## src/rtl/pba_pkg.sv

```systemverilog
package pba_pkg;

   // What the grant register does at the next rising edge
   typedef enum logic [1:0] {
      ACT_HOLD    = 2'd0,
      ACT_RELEASE = 2'd1,
      ACT_GRANT   = 2'd2,
      ACT_PARK    = 2'd3
   } pba_act_e;

endpackage

```

## src/rtl/pba_lowest_pick.sv

```systemverilog
module pba_lowest_pick #(
   parameter int N_REQ = 4
) (
   input  logic [N_REQ-1:0] vec,
   output logic [N_REQ-1:0] onehot,
   output logic             any
);
   // below[i] is set when some bit with index lower than i is set
   logic [N_REQ:0] below;

   assign below[0] = 1'b0;

   for (genvar i = 0; i < N_REQ; i++) begin : g_bit
      assign below[i+1] = below[i] | vec[i];
      assign onehot[i]  = vec[i] & ~below[i];
   end

   assign any = below[N_REQ];
endmodule

```

## src/rtl/pba_bus_watch.sv

```systemverilog
module pba_bus_watch (
   input  logic clk,
   input  logic rst_n,
   input  logic bus_cycle,
   input  logic bus_ready,
   input  logic owned,
   input  logic owner_change,
   output logic bus_idle,
   output logic addr_seen
);
   logic cycle_q;
   logic cycle_rise;

   assign bus_idle   = ~bus_cycle & ~bus_ready;
   assign cycle_rise = bus_cycle & ~cycle_q;

   always_ff @(posedge clk or negedge rst_n) begin
      if (!rst_n) begin
         cycle_q   <= 1'b0;
         addr_seen <= 1'b0;
      end else begin
         cycle_q <= bus_cycle;
         if (owner_change)
            addr_seen <= 1'b0;
         else if (owned && cycle_rise)
            addr_seen <= 1'b1;
      end
   end
endmodule

```

## src/rtl/pba_grant_ctl.sv

```systemverilog
module pba_grant_ctl
   import pba_pkg::*;
#(
   parameter int N_REQ    = 4,
   parameter int PARK_IDX = 0
) (
   input  logic             clk,
   input  logic             rst_n,
   input  logic [N_REQ-1:0] req,
   input  logic [N_REQ-1:0] pick,
   input  logic             pick_any,
   input  logic             bus_idle,
   input  logic             addr_seen,
   output logic [N_REQ-1:0] gnt,
   output logic             changing
);
   localparam logic [N_REQ-1:0] PARK_VEC = {{(N_REQ-1){1'b0}}, 1'b1} << PARK_IDX;

   pba_act_e         act;
   logic [N_REQ-1:0] gnt_d;
   logic             owned;
   logic             owner_req;
   logic             rivals;
   logic             parked;

   assign owned     = |gnt;
   assign owner_req = |(req & gnt);
   assign rivals    = |(req & ~gnt);
   assign parked    = (gnt == PARK_VEC);

   always_comb begin
      act = ACT_HOLD;
      if (owned) begin
         if (rivals && (bus_idle || addr_seen))
            act = ACT_RELEASE;
         else if (!owner_req && bus_idle && !parked)
            act = ACT_RELEASE;
      end else begin
         if (pick_any)
            act = ACT_GRANT;
         else if (bus_idle)
            act = ACT_PARK;
      end
   end

   always_comb begin
      unique case (act)
         ACT_RELEASE: gnt_d = '0;
         ACT_GRANT:   gnt_d = pick;
         ACT_PARK:    gnt_d = PARK_VEC;
         default:     gnt_d = gnt;
      endcase
   end

   assign changing = (gnt_d != gnt);

   always_ff @(posedge clk or negedge rst_n) begin
      if (!rst_n) gnt <= '0;
      else        gnt <= gnt_d;
   end
endmodule

```

## src/rtl/park_bus_arbiter.sv

```systemverilog
module park_bus_arbiter #(
   parameter int N_REQ    = 4,
   parameter int PARK_IDX = 0
) (
   input  logic             clk,
   input  logic             rst_n,
   input  logic [N_REQ-1:0] agent_req,
   input  logic             bus_cycle,
   input  logic             bus_ready,
   output logic [N_REQ-1:0] agent_gnt
);
   initial begin : p_param_chk
      assert (N_REQ >= 2) else $fatal(1, "N_REQ must be at least 2");
      assert (PARK_IDX >= 0 && PARK_IDX < N_REQ) else $fatal(1, "PARK_IDX out of range");
   end

   logic [N_REQ-1:0] pick_vec;
   logic             pick_any;
   logic             bus_idle;
   logic             own_addr_seen;
   logic             owner_change;

   pba_lowest_pick #(.N_REQ(N_REQ)) u_pick (
      .vec    (agent_req),
      .onehot (pick_vec),
      .any    (pick_any)
   );

   pba_bus_watch u_watch (
      .clk          (clk),
      .rst_n        (rst_n),
      .bus_cycle    (bus_cycle),
      .bus_ready    (bus_ready),
      .owned        (|agent_gnt),
      .owner_change (owner_change),
      .bus_idle     (bus_idle),
      .addr_seen    (own_addr_seen)
   );

   pba_grant_ctl #(.N_REQ(N_REQ), .PARK_IDX(PARK_IDX)) u_ctl (
      .clk       (clk),
      .rst_n     (rst_n),
      .req       (agent_req),
      .pick      (pick_vec),
      .pick_any  (pick_any),
      .bus_idle  (bus_idle),
      .addr_seen (own_addr_seen),
      .gnt       (agent_gnt),
      .changing  (owner_change)
   );
endmodule

```

## config.mk

```make
export PLATFORM = sky130hd
export DESIGN_NAME = park_bus_arbiter
export DESIGN_NICKNAME = d
export VERILOG_FILES = /design/src/rtl/pba_pkg.sv /design/src/rtl/pba_lowest_pick.sv /design/src/rtl/pba_bus_watch.sv /design/src/rtl/pba_grant_ctl.sv /design/src/rtl/park_bus_arbiter.sv
export SDC_FILE = /design/constraint.sdc
export NUM_CORES = 1
export LEC_CHECK = 0
export ABC_AREA = 1
export BUFFER_PORTS_ARGS = -buffer_cell sky130_fd_sc_hd__buf_2
export CORE_AREA = 3 3 40 42
export DETAILED_ROUTE_END_ITERATION = 12
export DIE_AREA = 0 0 43 45
export GPL_ROUTABILITY_DRIVEN = 0
export PLACE_DENSITY = 0.61
export SLEW_MARGIN = 20
export SYNTH_ARGS = -nofsm -noshare
export SYNTH_HDL_FRONTEND = slang
export SYNTH_SLANG_ARGS = --single-unit
```

## constraint.sdc

```tcl
create_clock -name clk -period 2.45 [get_ports clk]
set_input_delay 0.3675 -clock clk [delete_from_list [all_inputs] [get_ports clk]]
set_output_delay 0.3675 -clock clk [all_outputs]
set_load 0.005 [all_outputs]
```

; Word level (Yosys, flattened, before mapping)
; Index checks and enable logic that the tools add are counted.
[word_totals]
in_bits = 8
out_inout_bits = 4
ff_bits = 6
[op_classes]
bitwise_logic = 17
n_reduce_logical = 11
muxes = 8
eq_ne = 5
[ops]
columns = cell, n
row1 = $pmux W4 S3, 1
row2 = $reduce_or A4 Y1, 3
row3 = $and A4 B4 Y4, 2
row4 = $mux W2, 4
row5 = $not A1 Y1, 6
row6 = $and A1 B1 Y1, 5
row7 = $eq A2 B2 Y1 const B, 2
row8 = $eq A4 B1 Y1 const B, 1
row9 = $logic_and A1 B1 Y1, 4
row10 = $ne A4 B4 Y1, 1
row11 = $not A4 Y4, 1
row12 = $mux W1, 3
row13 = $or A1 B1 Y1, 3
row14 = $eq A2 B1 Y1 const B, 1
row15 = $logic_not A1 Y1, 2
row16 = $reduce_bool A2 Y1, 1
row17 = $logic_or A1 B1 Y1, 1

; Logic depth before layout (Yosys ltp)
[depth]
ltp_word = 12
depth_mapped = 8
depth_no_buf = 8

; By module
; A second synthesis with hierarchy kept.
[hier_totals]
cells_unflattened = 79
area_unflattened_um2 = 485.5
[modules_own_cells]
columns = mod, area_per_inst_um2, seq_area_each_um2, n_inst, cells_each
row1 = pba_grant_ctl, 352.8, 100.1, 1, 59
row2 = pba_bus_watch, 75.1, 50.0, 1, 7
row3 = pba_lowest_pick, 46.3, 0.0, 1, 10
row4 = park_bus_arbiter, 11.3, 0.0, 1, 3

; Worst setup path after synthesis
; Ideal clock, no wire load.
[synth_timing]
path_type = reg2reg
startpoint = reg u_ctl.gnt[3]
endpoint = reg u_watch.addr_seen
setup_ps = 73
path_slack_ps = 1299
t_arrival_ps = 1078
path_stages_with_launch = 7
t_required_ps = 2377
cell_sequence = dfrtp_1 > nor2_2 > nand3_2 > o21bai_4 > nand2_4 > nand2_2 > a21oi_2
[synth_via]
elab_chain_len = 12
elab_cells_between_ends = 23
classes_between = 5 x eq/ne / 5 x mux / 3 x bitwise / 10 x reduce/logical
[synth_rtl]
columns = item, line_no
row1 = from (decl), pba_grant_ctl.sv:14  ; output logic [N_REQ-1:0] gnt,
row2 = from (signal assigned), pba_grant_ctl.sv:59  ; else gnt <= gnt_d;
row3 = $and A4 B4 Y4, pba_grant_ctl.sv:27  ; assign owner_req = |(req & gnt);
row4 = $reduce_or A4 Y1, pba_grant_ctl.sv:27
row5 = $logic_not A1 Y1, pba_grant_ctl.sv:36  ; else if (!owner_req && bus_idle && !parked)
row6 = $logic_and A1 B1 Y1 (2 in series), pba_grant_ctl.sv:36
row7 = $mux W1, pba_grant_ctl.sv:36
row8 = $mux W2, pba_grant_ctl.sv:34  ; if (rivals && (bus_idle || addr_seen))
row9 = $mux W2, pba_grant_ctl.sv:33  ; if (owned) begin
row10 = $eq A2 B2 Y1 / $eq A2 B1 Y1 (equally long branches), pba_grant_ctl.sv:47  ; unique case (act)
row11 = $pmux W4 S3, pba_grant_ctl.sv:47
row12 = $ne A4 B4 Y1, pba_grant_ctl.sv:55  ; assign changing = (gnt_d != gnt);
row13 = $mux W1 / $reduce_bool A2 Y1 (equally long branches), n/a
row14 = to (signal assigned), pba_bus_watch.sv:20  ; addr_seen <= 1'b0;
row15 = to (signal assigned), pba_bus_watch.sv:24  ; addr_seen <= 1'b0;
row16 = to (signal assigned), pba_bus_watch.sv:26  ; addr_seen <= 1'b1;
row17 = to (decl), pba_bus_watch.sv:9  ; output logic addr_seen
; Parallel ways exist; a longest one is shown, timed or not.
; A chain may end at the register's enable or synchronous reset.

; Worst setup path after layout
[layout_timing]
startpoint = reg u_ctl.gnt[3]
endpoint = reg u_ctl.gnt[3]
[layout_via]
elab_chain_len = 10
elab_cells_between_ends = 19
classes_between = 4 x eq/ne / 4 x mux / 3 x bitwise / 8 x reduce/logical
[layout_rtl]
columns = item, line_no
row1 = $and A4 B4 Y4, pba_grant_ctl.sv:27
row2 = $reduce_or A4 Y1, pba_grant_ctl.sv:27
row3 = $logic_not A1 Y1, pba_grant_ctl.sv:36
row4 = $logic_and A1 B1 Y1 (2 in series), pba_grant_ctl.sv:36
row5 = $mux W1, pba_grant_ctl.sv:36
row6 = $mux W2, pba_grant_ctl.sv:34
row7 = $mux W2, pba_grant_ctl.sv:33
row8 = $eq A2 B2 Y1 / $eq A2 B1 Y1 (equally long branches), pba_grant_ctl.sv:47
row9 = $pmux W4 S3 (*), pba_grant_ctl.sv:47
row10 = via u_ctl.gnt_d[3], pba_grant_ctl.sv:20  ; logic [N_REQ-1:0] gnt_d;
; The timed path passes the listed nets; every way through them passes the cells marked *.

==> results.cfg <==
[layout]
final_cell_mix = nand2_1, buf_2, inv_1, nand3_1, dfrtp_1
layout_commonest_cell = nand2_1
layout-drive-gt1-share_pct = 33.8
fin_util_pct = 42.0
diodes = 0
fin_area_um2 = 539
nNetsFinal = 84
final_cells = 89
synthToLayoutAreaGrowth_pct = 24.6

[synthesis]
syn-num-nets = 67
yosys_warnings = 0
netlist_area_um2 = 433
synth_cell_types = 19
yosysSeqAreaShare_pct = 34.7
synthCells = 59
syn_area_per_cell_um2 = 7.34
synth-seq-cells = 6

[die]
placementRows = 13
start_util_pct = 33.7
pin_count = 12
dieArea_um2 = 1940
fp.dieW_um = 43
core-area_um2 = 1280
die_h_um = 45

[clock_network]
cts_setup_buffers = 0
clockBufferDepth = 2
clockRootBuffer = clkbuf_4
path_clk_slew_ns = 0.05
cts_buffers = 3
cts.sink_count = 6
clock_latency_ns = 0.24
cts_resized = 0
cts_tree = yes
htree_levels = 1

[placed_design]
place_hpwl_um = 763
portBuffers = 11
dpl_cell_area_um2 = 507
dp_slack_ns = 1.11
placed_cells = 85

[power_and_ir_drop]
intPower_mw = 0.323
swShare_pct = 46.0
power_frac_seq_pct = 26.9
p_leak_nw = 0.300
p_total_mw = 0.599
pwr-share-comb_pct = 57.9
p_per_area_nw_per_um2 = 1110
ir_drop_v = 0.000595
p_sw_mw = 0.275
p_clk_share_pct = 15.1

[sta]
worst_pin_slew_ns = 0.217
clock.fmax_ghz = 0.804
fin_crit_ns = 1.24
post-route-period-util_pct = 50.8
hold_viol = 0
setup_viol = 0
holdWs_ns = 0.252
slew_headroom_pct = 85.4
rsz0062_at_grt = no
slew_viol_final = 0
skew_ns = 0.00771
tns_ns = 0
worst_slack_ns = 1.21

[critical_path]
crit_slowest_cell = dfrtp_1
cp_max_fo = 7
endpoint_kind = register
cpPeakStageDelay_ns = 0.42
path_buf_inv = 0
critical_path.top_delay_family = simple AND/OR/NAND/NOR gates
r2r_start = u_ctl.gnt[3]$_DFF_PN0_
crit_required_ns = 2.63
crit_arrival_ns = 1.42
crit_type = reg2reg
critPathLaunchType = register
crit_chain = nor2_2, nand3_2, o21bai_4, nand2_4, nand3_1, nand2_1
startpoint = u_ctl.gnt[3]$_DFF_PN0_

[worst_hold_path]
min-delay-start = bus_cycle
hp-class = in2reg

[drt]
highest_layer = met4
met2_length_um = 422
post_drt_wl_per_cell_um = 10.3
drcViolationCount = 0
drt-met1-wl_um = 439
met3_length_um = 50
drt_pass1_iterations = 4
drt_wl_total_um = 916
drtIter0Drc = 4
vias = 413
ant_nets = 0
vias_per_cell = 4.64

[global_routing]
grt_pass1_vias = 398
grtUsageTotal_pct = 10.4
grt_max_degree = 8
grt_pass1_wl_mm = 1.50
antenna_found_initial = 0
grt_overflow_total = 0

[status]
status = complete, no violations

[flow_run]
maxCapViolations = 0
## power groups by stage
stage	Combinational (mW)	Clock (mW)	Sequential (mW)
after floorplan	0.268	0	0.158
after global placement	0.344	0	0.162
after detailed placement	0.348	0	0.161
after CTS	0.351	0.0935	0.160
after global routing	0.389	0.100	0.163
final	0.347	0.0907	0.161
## cell usage after synthesis
cell	instances	area, um2
nand2_2	1	6.26
dfrtp_1	6	150
nand2_4	1	11.3
nor3_1	1	5.00
nand3_2	1	10.0
nand3_1	9	45.0
inv_2	3	11.3
nand2_1	14	52.6
o21ai_1	2	10.0
a21oi_4	1	16.3
nor2_2	1	6.26
inv_1	9	33.8
nor2_1	3	11.3
a21oi_2	1	8.76
o21bai_4	1	18.8
nand3b_1	1	7.51
o21ai_0	2	10.0
nand4_2	1	12.5
nor4_1	1	6.26
## per-layer routing
layer / track usage [%] / vias up
li1: - / 219
met3: 3.98 / 2
met5: 0 / -
met1: 12.3 / 181
met4: 5.42 / 0
met2: 16.5 / 11
## final cells by class
cell class	instances	area, um2
Inverter	12	45.0
Multi-Input combinational cell	41	238
Sequential cell	6	150
Clock buffer	3	22.5
Tap cell	15	18.8
Fill cell	138	746
Timing Repair Buffer	12	65.1
## cells by family (layout without fill, tap and decap cells)
group | Yosys count | after routing | share of synthesized area (%)
AOI/OAI and AO/OA | 7 | 7 | 14.7
buffers and inverters | 12 | 27 | 10.4
DFF | 6 | 6 | 34.7
and+or+nand+nor | 34 | 34 | 40.2
## worst register-to-register path, stage by stage (launching register included)
cell      delay [ns]
dfrtp_1         0.42
nor2_2          0.16
nand3_2         0.14
o21bai_4        0.21
nand2_4         0.10
nand3_1         0.07
nand2_1         0.07
## path summary, 6_finish.rpt
path,endpoint,slack (ns),depth (start not counted)
min reg2reg,u_watch.addr_seen$_DFFE_PN0P_,0.53,2
max in group asynchronous,u_ctl.gnt[2]$_DFF_PN0_,1.83,2
min in group asynchronous,u_watch.addr_seen$_DFFE_PN0P_,0.47,2
min,u_watch.cycle_q$_DFF_PN0_,0.25,1
max,u_ctl.gnt[3]$_DFF_PN0_,1.21,6
max reg2reg,u_ctl.gnt[3]$_DFF_PN0_,1.21,6
## registers in the layout (all words and copies together), names as in the netlist
| signal | cells |
|---|---|
| u_ctl.gnt | 4 |
| u_watch.cycle_q | 1 |
| u_watch.addr_seen | 1 |
## timing repair
item / 4_1_cts / 5_1_grt
hold endpoints to repair: 6 / 0
endpoints found under the setup margin: 0 / 0
hold buffers: 1 / 0
Note: power is estimated with default switching activity, not from simulation.
